--- src/rtl/pcap_pkg.sv ---
package pcap_pkg;
    typedef enum logic [2:0] {
        ACT_OFF    = 3'd0,
        ACT_RETRIG = 3'd1,
        ACT_COUNT  = 3'd2,
        ACT_START  = 3'd3,
        ACT_STAMP  = 3'd4,
        ACT_PER_W  = 3'd5,
        ACT_W_PER  = 3'd6,
        ACT_WIDTH  = 3'd7
    } evt_action_e;

    typedef enum logic [1:0] {
        RULE_ANY  = 2'd0,
        RULE_MIN  = 2'd1,
        RULE_MAX  = 2'd2,
        RULE_RSVD = 2'd3
    } cap_rule_e;

    typedef enum logic [1:0] {
        ST_SYNC  = 2'd0,
        ST_PULSE = 2'd1,
        ST_GAP   = 2'd2
    } meas_state_e;

    localparam int NUM_CH = 2;
endpackage

--- src/rtl/pcap_edge_detect.sv ---
module pcap_edge_detect (
    input  logic clk,
    input  logic rst_n,
    input  logic evt_i,
    input  logic inv_i,
    input  logic en_i,
    output logic act_o,
    output logic opp_o
);
    logic lvl;
    logic lvl_q;

    assign lvl = (evt_i ^ inv_i) & en_i;

    always_ff @(posedge clk) begin
        if (!rst_n) lvl_q <= 1'b0;
        else        lvl_q <= lvl;
    end

    assign act_o = lvl & ~lvl_q;
    assign opp_o = ~lvl & lvl_q;

    // a gated input leaves the stored level low, so no falling edge follows
    a_r2_gate_no_fall: assert property (@(posedge clk) disable iff (!rst_n)
        !en_i |=> !opp_o || en_i);
endmodule

--- src/rtl/pcap_seq.sv ---
module pcap_seq
    import pcap_pkg::*;
#(
    parameter int CNT_W = 16
) (
    input  logic              clk,
    input  logic              rst_n,
    input  logic              act_edge_i,
    input  logic              opp_edge_i,
    input  logic [2:0]        action_i,
    output logic [CNT_W-1:0]  count_o,
    output logic [NUM_CH-1:0] strobe_o
);
    localparam logic [CNT_W-1:0] RELOAD = {{(CNT_W-1){1'b0}}, 1'b1};

    evt_action_e act;
    meas_state_e state_q, state_d;
    logic        measuring;
    logic        restart;
    logic        per_stb;
    logic        wid_stb;
    logic [CNT_W-1:0] cnt_q;

    assign act       = evt_action_e'(action_i);
    assign measuring = (act == ACT_PER_W) || (act == ACT_W_PER) || (act == ACT_WIDTH);

    // state register
    always_ff @(posedge clk) begin
        if (!rst_n) state_q <= ST_SYNC;
        else        state_q <= state_d;
    end

    // next state
    always_comb begin
        state_d = state_q;
        if (!measuring) begin
            state_d = ST_SYNC;
        end else begin
            unique case (state_q)
                ST_SYNC:  if (act_edge_i) state_d = ST_PULSE;
                ST_PULSE: if (opp_edge_i) state_d = ST_GAP;
                ST_GAP:   if (act_edge_i) state_d = ST_PULSE;
                default:  state_d = ST_SYNC;
            endcase
        end
    end

    // outputs
    always_comb begin
        restart  = measuring && act_edge_i;
        per_stb  = measuring && act_edge_i && (state_q == ST_GAP);
        wid_stb  = measuring && opp_edge_i && (state_q == ST_PULSE);
        strobe_o = '0;
        unique case (act)
            ACT_STAMP: strobe_o[0] = act_edge_i;
            ACT_PER_W: begin
                strobe_o[0] = per_stb;
                strobe_o[1] = wid_stb;
            end
            ACT_W_PER: begin
                strobe_o[1] = per_stb;
                strobe_o[0] = wid_stb;
            end
            ACT_WIDTH: strobe_o[0] = wid_stb;
            ACT_OFF, ACT_RETRIG, ACT_COUNT, ACT_START: strobe_o = '0;
            default: strobe_o = '0;
        endcase
    end

    always_ff @(posedge clk) begin
        if (!rst_n)       cnt_q <= '0;
        else if (restart) cnt_q <= RELOAD;
        else              cnt_q <= cnt_q + 1'b1;
    end

    assign count_o = cnt_q;

    // an active edge in a measurement mode reloads the counter to 1
    a_r4_reload_one: assert property (@(posedge clk) disable iff (!rst_n)
        (measuring && act_edge_i) |=> cnt_q == RELOAD);
    // timestamp mode never disturbs the free-running count
    a_r3_free_run: assert property (@(posedge clk) disable iff (!rst_n)
        (act == ACT_STAMP) |=> cnt_q == $past(cnt_q) + 1'b1);
    // leaving the measurement modes returns the machine to sync
    a_r7_sync_idle: assert property (@(posedge clk) disable iff (!rst_n)
        !measuring |=> state_q == ST_SYNC);
    // the opposite edge during a pulse ends it in the gap state
    a_r4_pulse_to_gap: assert property (@(posedge clk) disable iff (!rst_n)
        (measuring && state_q == ST_PULSE && opp_edge_i) |=> state_q == ST_GAP);
endmodule

--- src/rtl/pcap_channel.sv ---
module pcap_channel
    import pcap_pkg::*;
#(
    parameter int CNT_W = 16
) (
    input  logic             clk,
    input  logic             rst_n,
    input  logic             strobe_i,
    input  logic [CNT_W-1:0] value_i,
    input  logic             en_i,
    input  logic [1:0]       rule_i,
    input  logic             clr_i,
    output logic [CNT_W-1:0] held_o,
    output logic             flag_o,
    output logic             overrun_o
);
    cap_rule_e        rule;
    logic             valid_q;
    logic             flag_q;
    logic             pass;
    logic             store;
    logic [CNT_W-1:0] held_q;

    assign rule = cap_rule_e'(rule_i);

    always_comb begin
        unique case (rule)
            RULE_MIN: pass = value_i < held_q;
            RULE_MAX: pass = value_i > held_q;
            RULE_ANY, RULE_RSVD: pass = 1'b1;
            default:  pass = 1'b1;
        endcase
    end

    assign store     = en_i && strobe_i && (!valid_q || pass);
    assign overrun_o = store && flag_q;

    always_ff @(posedge clk) begin
        if (!rst_n) begin
            held_q  <= '0;
            valid_q <= 1'b0;
            flag_q  <= 1'b0;
        end else begin
            if (store) begin
                held_q  <= value_i;
                valid_q <= 1'b1;
            end
            if (store)      flag_q <= 1'b1;
            else if (clr_i) flag_q <= 1'b0;
        end
    end

    assign held_o = held_q;
    assign flag_o = flag_q;

    // a disabled channel keeps its value
    a_r8_disabled_holds: assert property (@(posedge clk) disable iff (!rst_n)
        !en_i |=> held_q == $past(held_q));
    // minimum tracking never grows once a value is held
    a_r9_min_no_grow: assert property (@(posedge clk) disable iff (!rst_n)
        (valid_q && rule == RULE_MIN) |=> held_q <= $past(held_q));
    // maximum tracking never shrinks once a value is held
    a_r9_max_no_shrink: assert property (@(posedge clk) disable iff (!rst_n)
        (valid_q && rule == RULE_MAX) |=> held_q >= $past(held_q));
    // a store raises the flag and holds the offered value
    a_r10_flag_on_store: assert property (@(posedge clk) disable iff (!rst_n)
        store |=> flag_q && held_q == $past(value_i));
    // a clear without a strobe drops the flag
    a_r11_clear: assert property (@(posedge clk) disable iff (!rst_n)
        (clr_i && !strobe_i) |=> !flag_q);
endmodule

--- src/rtl/pulse_capture_unit.sv ---
module pulse_capture_unit
    import pcap_pkg::*;
#(
    parameter int CNT_W = 16
) (
    input  logic             clk,
    input  logic             rst_n,
    input  logic             evt_in,
    input  logic             evt_inv,
    input  logic             evt_en,
    input  logic [2:0]       action_i,
    input  logic [1:0]       cap_en_i,
    input  logic [1:0]       rule0_i,
    input  logic [1:0]       rule1_i,
    input  logic [2:0]       flag_clr_i,
    output logic [CNT_W-1:0] count_o,
    output logic [CNT_W-1:0] cap0_o,
    output logic [CNT_W-1:0] cap1_o,
    output logic [1:0]       cap_flag_o,
    output logic             err_flag_o
);
    logic             act_edge, opp_edge;
    logic [NUM_CH-1:0] strobe;
    logic [NUM_CH-1:0] overrun;
    logic [CNT_W-1:0] cnt;
    logic [CNT_W-1:0] held [NUM_CH];
    logic [1:0]       rules [NUM_CH];
    logic             err_q;

    assign rules[0] = rule0_i;
    assign rules[1] = rule1_i;

    pcap_edge_detect u_edge (
        .clk   (clk),
        .rst_n (rst_n),
        .evt_i (evt_in),
        .inv_i (evt_inv),
        .en_i  (evt_en),
        .act_o (act_edge),
        .opp_o (opp_edge)
    );

    pcap_seq #(.CNT_W(CNT_W)) u_seq (
        .clk        (clk),
        .rst_n      (rst_n),
        .act_edge_i (act_edge),
        .opp_edge_i (opp_edge),
        .action_i   (action_i),
        .count_o    (cnt),
        .strobe_o   (strobe)
    );

    for (genvar c = 0; c < NUM_CH; c++) begin : g_ch
        pcap_channel #(.CNT_W(CNT_W)) u_ch (
            .clk       (clk),
            .rst_n     (rst_n),
            .strobe_i  (strobe[c]),
            .value_i   (cnt),
            .en_i      (cap_en_i[c]),
            .rule_i    (rules[c]),
            .clr_i     (flag_clr_i[c]),
            .held_o    (held[c]),
            .flag_o    (cap_flag_o[c]),
            .overrun_o (overrun[c])
        );
    end

    always_ff @(posedge clk) begin
        if (!rst_n)             err_q <= 1'b0;
        else if (|overrun)      err_q <= 1'b1;
        else if (flag_clr_i[2]) err_q <= 1'b0;
    end

    assign count_o    = cnt;
    assign cap0_o     = held[0];
    assign cap1_o     = held[1];
    assign err_flag_o = err_q;

    // an overrun always leaves the error flag set
    a_r10_err_on_overrun: assert property (@(posedge clk) disable iff (!rst_n)
        (|overrun) |=> err_flag_o);
    // without a clear bit the error flag is sticky
    a_r11_err_sticky: assert property (@(posedge clk) disable iff (!rst_n)
        (err_flag_o && !flag_clr_i[2]) |=> err_flag_o);
    // width-only mode never changes channel 1
    a_r6_ch1_untouched: assert property (@(posedge clk) disable iff (!rst_n)
        (action_i == 3'd7) |=> $stable(cap1_o));
endmodule

--- config.mk ---
export PLATFORM = sky130hd
export DESIGN_NAME = pulse_capture_unit
export DESIGN_NICKNAME = d
export VERILOG_FILES = /design/src/rtl/pcap_pkg.sv /design/src/rtl/pcap_edge_detect.sv /design/src/rtl/pcap_seq.sv /design/src/rtl/pcap_channel.sv /design/src/rtl/pulse_capture_unit.sv
export SDC_FILE = /design/constraint.sdc
export NUM_CORES = 1
export LEC_CHECK = 0
export BUFFER_PORTS_ARGS = -buffer_cell sky130_fd_sc_hd__buf_2
export CAP_MARGIN = 20
export CORE_MARGIN = 3
export CORE_UTILIZATION = 55
export DETAILED_ROUTE_END_ITERATION = 10
export PLACE_DENSITY_LB_ADDON = 0.1
export SYNTH_ARGS = -nofsm -noshare
export SYNTH_HDL_FRONTEND = slang
export SYNTH_SLANG_ARGS = --single-unit
--- constraint.sdc ---
create_clock -name clk -period 2.8 [get_ports clk]
set_input_delay 0.56 -clock clk [delete_from_list [all_inputs] [get_ports clk]]
set_output_delay 0.56 -clock clk [all_outputs]
set_load 0.02 [all_outputs]
==> reports/results.txt <==
most frequent cells after synthesis -> dfxtp_1 (56), nand2_1 (49), inv_1 (39)
Hold Buf Count CTS -> 0
htree depth -> 2
Placer Congestion -> 0.802
status -> finished, final reports clean
Placed Cells -> 512
Area Overhead vs Synth -> 20.4%
Slew Limit Fails -> 0
Max Clock Freq -> 363 MHz
crit path cell chain -> inv_1 -> ha_1 -> nand4_1 -> or4_4 -> a21o_1 -> a31o_1 -> a22o_1 -> a21boi_2 -> buf_6 -> mux2i_1
post-synth top area cell -> dfxtp_1
share of post-route cells with drive strength above 1 -> 23.1%
maxcap violations -> 0
area of the multi-input gates -> 1860 µm²
worst hold slack -> 468 ps
sequential area share after synthesis -> 35.0%
count of buffers inserted at the top-level ports -> 67
worst vdd ir -> 0.250 mV
Core Region -> 5570 µm²
Critical-path top delay cell -> or4_4
synth warn -> 0
Hold Crit Depth -> 2
first-pass GRT wire length -> 11,700 µm
Final period util -> 98.4%
Clock Sinks -> 56
drt initial violations -> 79
Crit Path Max Fanout -> 7
final hold vios -> 0
Post-Route WL -> 7260 µm
fin crit period -> 2750 ps
DR WL/cell -> 13.9 µm
Seq cells post-synth -> 56
top-count cell post-synth -> dfxtp_1
fin nets -> 504
Worst-Skew Late Latency -> 320 ps
total chip power -> 1.47 mW
initial antenna violation count -> 0
setup ws final -> 45.5 ps
WS Path Type -> reg2reg
synthesized cell area -> 3200 µm²
syn_area_per_cell -> 8.73 µm²
row cnt -> 27
Pwr per Cell Area -> 381 nW/µm²
Antenna Nets Post-Route -> 0
First-pass DRT Iterations -> 4
FF-to-FF path depth -> 10
ys flop type -> dfxtp_1
GRT overflow -> 0
CP required -> 3040 ps
Setup WS pre-CTS -> 81.5 ps
Post-Syn Nets -> 421
routed vias/inst -> 5.31
CP peak stage delay -> 570 ps
Netlist cell types -> 45
worst slew pin tran -> 492 ps
Total Routing Usage GR -> 22.6%
die width -> 82.3 µm
share of the synthesized area in the top cell type -> 35.0%
CP Capture Type -> flip-flop
non-filler cells, final -> 523
Gate Count Post-Synth -> 367
Post-DP HPWL -> 5590 µm
register area -> 1130 µm²
antenna cell count -> 0
Fillers -> 475
relative slew slack -> 67.1%
total CTS buffers -> 5
CTS tree -> yes
Clock Skew -> 13.4 ps
number of global-route vias before repair -> 2,589
# IOs -> 68
Vias -> 2,775
total die area -> 6780 µm²
HP Class -> reg2reg
Leakage -> 1.69 nW
Clock Pin Slew Worst Setup and Hold Paths -> 110 ps
Initial Util -> 57.5%
pin count of the biggest net entering global routing -> 34
clock root buffer -> clkbuf_8
Async SR Flop Fraction -> 0%
die span in y -> 82.3 µm
WP data arrival -> 3000 ps
clock buffer depth -> 2
number of flops mapped to enable cells by yosys -> 0
drt drc -> 0
Setup crit start kind -> flip-flop
# setup viols final -> 0
Worst R2R Setup Slack -> 50 ps
Area contributors post-synth -> dfxtp_1 (35%), ha_1 (14%), mux2i_1 (10%)
-- where the power goes --
part / internal (mW) / switching [mW] / leakage [nW]
clock: 0.266 / 0.267 / 0.0552
combinational: 0.0559 / 0.0709 / 1.18
sequential: 0.802 / 0.00812 / 0.454
total: 1.12 / 0.346 / 1.69
-- worst paths after layout --
| kind | startpoint | end |
|---|---|---|
| setup reg to reg | g_ch[0].u_ch.held_o[13] | g_ch[0].u_ch.held_o[11] |
| hold / removal | g_ch[0].u_ch.held_o[15] | g_ch[0].u_ch.held_o[15] |
| setup / recovery | g_ch[0].u_ch.held_o[13] | g_ch[0].u_ch.held_o[11] |
| hold reg to reg | g_ch[0].u_ch.held_o[15] | g_ch[0].u_ch.held_o[15] |
-- cell type report --
class | instances | share of cell area (%)
clock buffer | 6 | 1.88
clock inverter | 2 | 0.909
inverter | 39 | 3.80
multi-input combinational | 259 | 48.3
sequential | 56 | 29.2
tap | 72 | 2.34
timing repair buffer | 89 | 13.5
-- kinds of logic after synthesis --
family | count (synthesis) | synth area share [%]
AOI/OAI and AO/OA | 53 | 10.9
muxes | 32 | 10.0
DFF | 56 | 35.0
and+or+nand+nor | 124 | 18.7
buffers and inverters | 52 | 7.34
adders and majority gates | 37 | 14.5
xor gates and xnor gates | 13 | 3.55
-- routing by layer --
| layer | routed length [µm] | up-vias | GRT usage (%) |
|---|---|---|---|
| met3 | 309 | 12 | 4.01 |
| met5 | 0 | - | 0 |
| met1 | 3190 | 1277 | 26.1 |
| li1 | - | 1419 | - |
| met2 | 3610 | 67 | 41.2 |
| met4 | 150 | 0 | 8.31 |
-- flip-flops by register name, indices dropped and copies added (netlist names) --
signal / cells
g_ch.u_ch.held_o: 32
u_seq.count_o: 16
g_ch.u_ch.flag_o: 2
g_ch.u_ch.valid_q: 2
u_seq.state_q: 2
err_flag_o: 1
u_edge.lvl_q: 1
-- placed cells by master (no fill, tap or decap), drive strengths merged, types with 2 or more instances in the layout --
cell type	count
buf	89
dfxtp	56
nand2	49
inv	39
ha	37
mux2i	32
nor2b	23
nor2	19
a21oi	19
nand3	11
xor2	8
o21ai	7
nand4	7
clkbuf	6
o21a	5
xnor2	5
a21boi	5
or3	3
nand2b	3
and3	3
o211ai	3
a21o	2
-- through the flow --
| stage | TNS (ps) | util, % | area [µm²] |
|---|---|---|---|
| 2_1_floorplan | 0 | - | 3200 |
| 3_3_place_gp | 0 | 66.5 | 3710 |
| 3_5_place_dp | 0 | 66.5 | 3710 |
| 4_1_cts | 0 | 68.4 | 3810 |
| 5_1_grt | -55.4 | 69.2 | 3850 |
| 6_report | 0 | 69.2 | 3850 |
-- repair_timing --
action / in CTS / in global routing
gates resized for setup: 0 / 10
buffers inserted: 0 / 2
setup endpoints to repair: 0 / 18
-- worst max-delay path: cells and delay by family, from the launching register on --
kind	cells	cell delay [ps]
buffers and inverters	2	230
AOI/OAI and AO/OA	4	830
adders and majority gates	1	310
and+or+nand+nor	2	710
DFF	1	370
muxes	1	210
Power figures use the tool's default switching activity.
